## config.mk

```make
export PLATFORM = sky130hd
export DESIGN_NAME = hazard_pair_classifier
export DESIGN_NICKNAME = d
export VERILOG_FILES = /design/src/rtl/hazard_pair_classifier.sv
export SDC_FILE = /design/constraint.sdc
export NUM_CORES = 1
export LEC_CHECK = 0
export CAP_MARGIN = 20
export CORE_MARGIN = 8
export CORE_UTILIZATION = 32
export CTS_BUF_LIST = sky130_fd_sc_hd__clkbuf_4 sky130_fd_sc_hd__clkbuf_8
export CTS_CLUSTER_DIAMETER = 200
export CTS_CLUSTER_SIZE = 12
export DETAILED_ROUTE_END_ITERATION = 10
export PLACE_DENSITY = 0.89
export SLEW_MARGIN = 15
export SYNTH_ARGS = -nofsm -noshare
export SYNTH_HDL_FRONTEND = slang
export SYNTH_SLANG_ARGS = --single-unit
```

## constraint.sdc

```tcl
create_clock -name clk -period 1.96 [get_ports clk]
set_clock_uncertainty 0.15 [all_clocks]
set_input_delay 0.294 -clock clk [delete_from_list [all_inputs] [get_ports clk]]
set_output_delay 0.294 -clock clk [all_outputs]
set_load 0.05 [all_outputs]
```

## src/rtl/hazard_pair_classifier.sv

```systemverilog
module hazard_pair_classifier #(
  parameter int REG_W = 5
) (
  input  logic             clk,
  input  logic             rst,
  input  logic             rename_on,
  input  logic             old_vld,
  input  logic [REG_W-1:0] old_dst,
  input  logic             old_dst_en,
  input  logic [REG_W-1:0] old_s0,
  input  logic             old_s0_en,
  input  logic [REG_W-1:0] old_s1,
  input  logic             old_s1_en,
  input  logic             yng_vld,
  input  logic [REG_W-1:0] yng_dst,
  input  logic             yng_dst_en,
  input  logic [REG_W-1:0] yng_s0,
  input  logic             yng_s0_en,
  input  logic [REG_W-1:0] yng_s1,
  input  logic             yng_s1_en,
  output logic             raw_o,
  output logic             war_o,
  output logic             waw_o
);
  localparam logic [REG_W-1:0] ZERO_REG = '0;

  logic both_vld;
  logic o_wr, o_r0, o_r1, y_wr, y_r0, y_r1;
  logic raw_n, war_n, waw_n;

  assign both_vld = old_vld & yng_vld;

  assign o_wr = both_vld & old_dst_en & (old_dst != ZERO_REG);
  assign o_r0 = both_vld & old_s0_en  & (old_s0  != ZERO_REG);
  assign o_r1 = both_vld & old_s1_en  & (old_s1  != ZERO_REG);
  assign y_wr = both_vld & yng_dst_en & (yng_dst != ZERO_REG);
  assign y_r0 = both_vld & yng_s0_en  & (yng_s0  != ZERO_REG);
  assign y_r1 = both_vld & yng_s1_en  & (yng_s1  != ZERO_REG);

  assign raw_n = o_wr & ((y_r0 & (yng_s0 == old_dst)) | (y_r1 & (yng_s1 == old_dst)));
  assign war_n = ~rename_on & y_wr & ((o_r0 & (old_s0 == yng_dst)) | (o_r1 & (old_s1 == yng_dst)));
  assign waw_n = ~rename_on & o_wr & y_wr & (old_dst == yng_dst);

  always_ff @(posedge clk) begin
    if (rst) begin
      raw_o <= 1'b0;
      war_o <= 1'b0;
      waw_o <= 1'b0;
    end else begin
      raw_o <= raw_n;
      war_o <= war_n;
      waw_o <= waw_n;
    end
  end
endmodule


```

==> metrics <==
Seq/Total Area, Yosys 13.19%; Starting Density 34.57%; area grow syn2layout 115.1%; CP Cell Sequence clkdlybuf4s50_1; H-Tree Level Count 1; Critical Path End Type output port; first-pass GRT wire length 3.111 mm; nets ~150; slowest cell on the critical path clkdlybuf4s50_1; antenna-violating nets left 0; Final Setup Violations 0; Crit path max-delay family buffers and inverters; core area 1318 um2; cts hold-fix bufs 0; worst hold path type input port to register; mapped cell area 455.4 um2; most frequent cell after synthesis xnor2_1; Sinks on Clock Net 3; simple-gate share of the synthesized area 29.12%; DRT Wirelength ~1.9 mm; 1st-iter DRT viols 4; setup tns final 0 ns; PwrDens roughly 370 nW/um2; largest family of logic cells by synthesized area XOR/XNOR gates; Synth Register Bits 3; Final Hold Fails 0; Crit Path Max Fanout 1; number of fill cells 104; Commonest cells post-synth xnor2_1 (15), nand2_1 (7), xor2_1 (6); unrepaired setup endpoints after global routing false; synth top area cells xnor2_1 (29%), dfxtp_1 (13%), xor2_1 (12%); max cap viols 0; wire length on met3 143 um; GR Util All Layers 14.29%; Root Buffer clkbuf_4; uppermost layer routed met4; Buf+Inv Stages, Crit Path 1; Tcrit/Tclk final 91.13%; post-synth cell types 23; top-area cell type share of the netlist area 28.85%; Worst Setup Start Kind register; fin util 74.36%; required time of the critical path 1.52 ns; max frequency 0.5599 GHz; via count 642; Die Height 53.73 um; WS Path Type register to output port; drt pass-1 iters 4; ys async rst share 0%; Synth area leader xnor2_1; Final WS setup 0.1739 ns; gpl congestion ~0.74; routed length on met1 between 700 and 800 um; Syn Inst Count 59; port bufs 43; Synth Warn # 0; Synth Area in XOR/XNOR 40.38%; Lkg Pwr 0.3525 nW; TritonCTS Buffers 3; Synth Area in Compound Gates 16.48%; slew margin rel. 66.59%; Antenna diodes 0; Post-Synthesis Net Count 100; Post-synth top flop dfxtp_1; met2 WL post-DR roughly 990 um; min cycle time layout 1.786 ns; residual DRC count 0; row count 13; Post-synth EDFFs 0; die footprint 2886 um2; post-synthesis adder-cell area fraction 0%; grt ovf 0; routed len/inst 14.94 um; Setup Fix Bufs, Post-CTS 0; Place WS roughly 0.14 ns; post-CTS sizing 0; vias in the first global route 703; IO Count 44; largest net degree at the start of global routing 7; Post-Syn Area per Cell between 7 and 8 um2; arrival time at the worst endpoint 1.34 ns; worst vdd ir ~0.16 mV; final instance area 979.7 um2; HPWL Detailed 1.690 mm; ratio of cells with drive above 1 in the final layout 11.61%; initial antenna violation count 0; die width approximately 54 um; CTS tree done; via density per instance 5.055; post-synthesis mux area share 0%; clk slew on worst S/H paths roughly 0.04 ns; crit-path max cell delay 0.80 ns; status complete, no violations; placed cell area 949.7 um2; Worst-Margin Slew 0.4996 ns; CTS max path bufs 2; Final Slew Violations 0
state kept, by name (all words and copies together) (netlist names):
name and count:
raw_o 1, war_o 1, waw_o 1
layer usage:
layer	up-vias	global-route usage, %
met5	-	0
met4	0	8.824
met3	4	3.306
met2	24	25.87
met1	296	14.40
li1	318	-
stage by stage:
stage                     hold slack (ns)  total power, mW  cells
after floorplan                    0.2995           0.1162     59
after CTS                          0.5193           0.3609    127
after global placement             0.7281           0.2284    123
after detailed placement           0.7644           0.2329    123
after global routing               0.5015           0.3841    127
final                              0.5188           0.3580    127
tightest hold or removal path, delay by kind of cell:
family | cells | cell delay (ns)
buffers and inverters | 1 | 0.40
AOI/OAI and AO/OA | 2 | 0.15
final timing paths:
path	startpoint	end	slack, ns	cells past startpoint
setup / recovery	raw_o$_SDFF_PP0_	raw_o	0.17	1
hold / removal	yng_s1_en	raw_o$_SDFF_PP0_	0.52	3
layout make-up:
type                       count  area (um2)  share of cell area, %
timing repair buffer          49       475.5                  48.53
clock buffer                   4       30.03                  3.065
multi-input combinational     55       391.6                  39.97
inverter                       1       3.754                 0.3831
tap                           15       18.77                  1.916
sequential                     3       60.06                  6.130
layout by cell type (no fill, tap or decap), drive strengths merged, types with 2 or more instances in the layout:
cell            n
nand3           4
a211oi          2
nor4            2
clkdlybuf4s50  43
dfxtp           3
xnor2          15
nand2           7
nor2            3
clkbuf          4
xor2            6
buf             6
nor3            4
power by group:
group | switching, mW | internal, mW | total (mW)
sequential | 0.0000256 | 0.0614 | 0.0614
combinational | 0.0572 | 0.113 | 0.170
clock | 0.0359 | 0.0903 | 0.126
total | 0.0931 | 0.265 | 0.358
cell families after synthesis:
logic type             after synthesis
AND/OR/NAND/NOR                     25
flip-flops                           3
XOR/XNOR                            21
AO/OA/AOI/OAI                        9
buffers and inverters                1
Note: power is estimated with default switching activity, not from simulation.
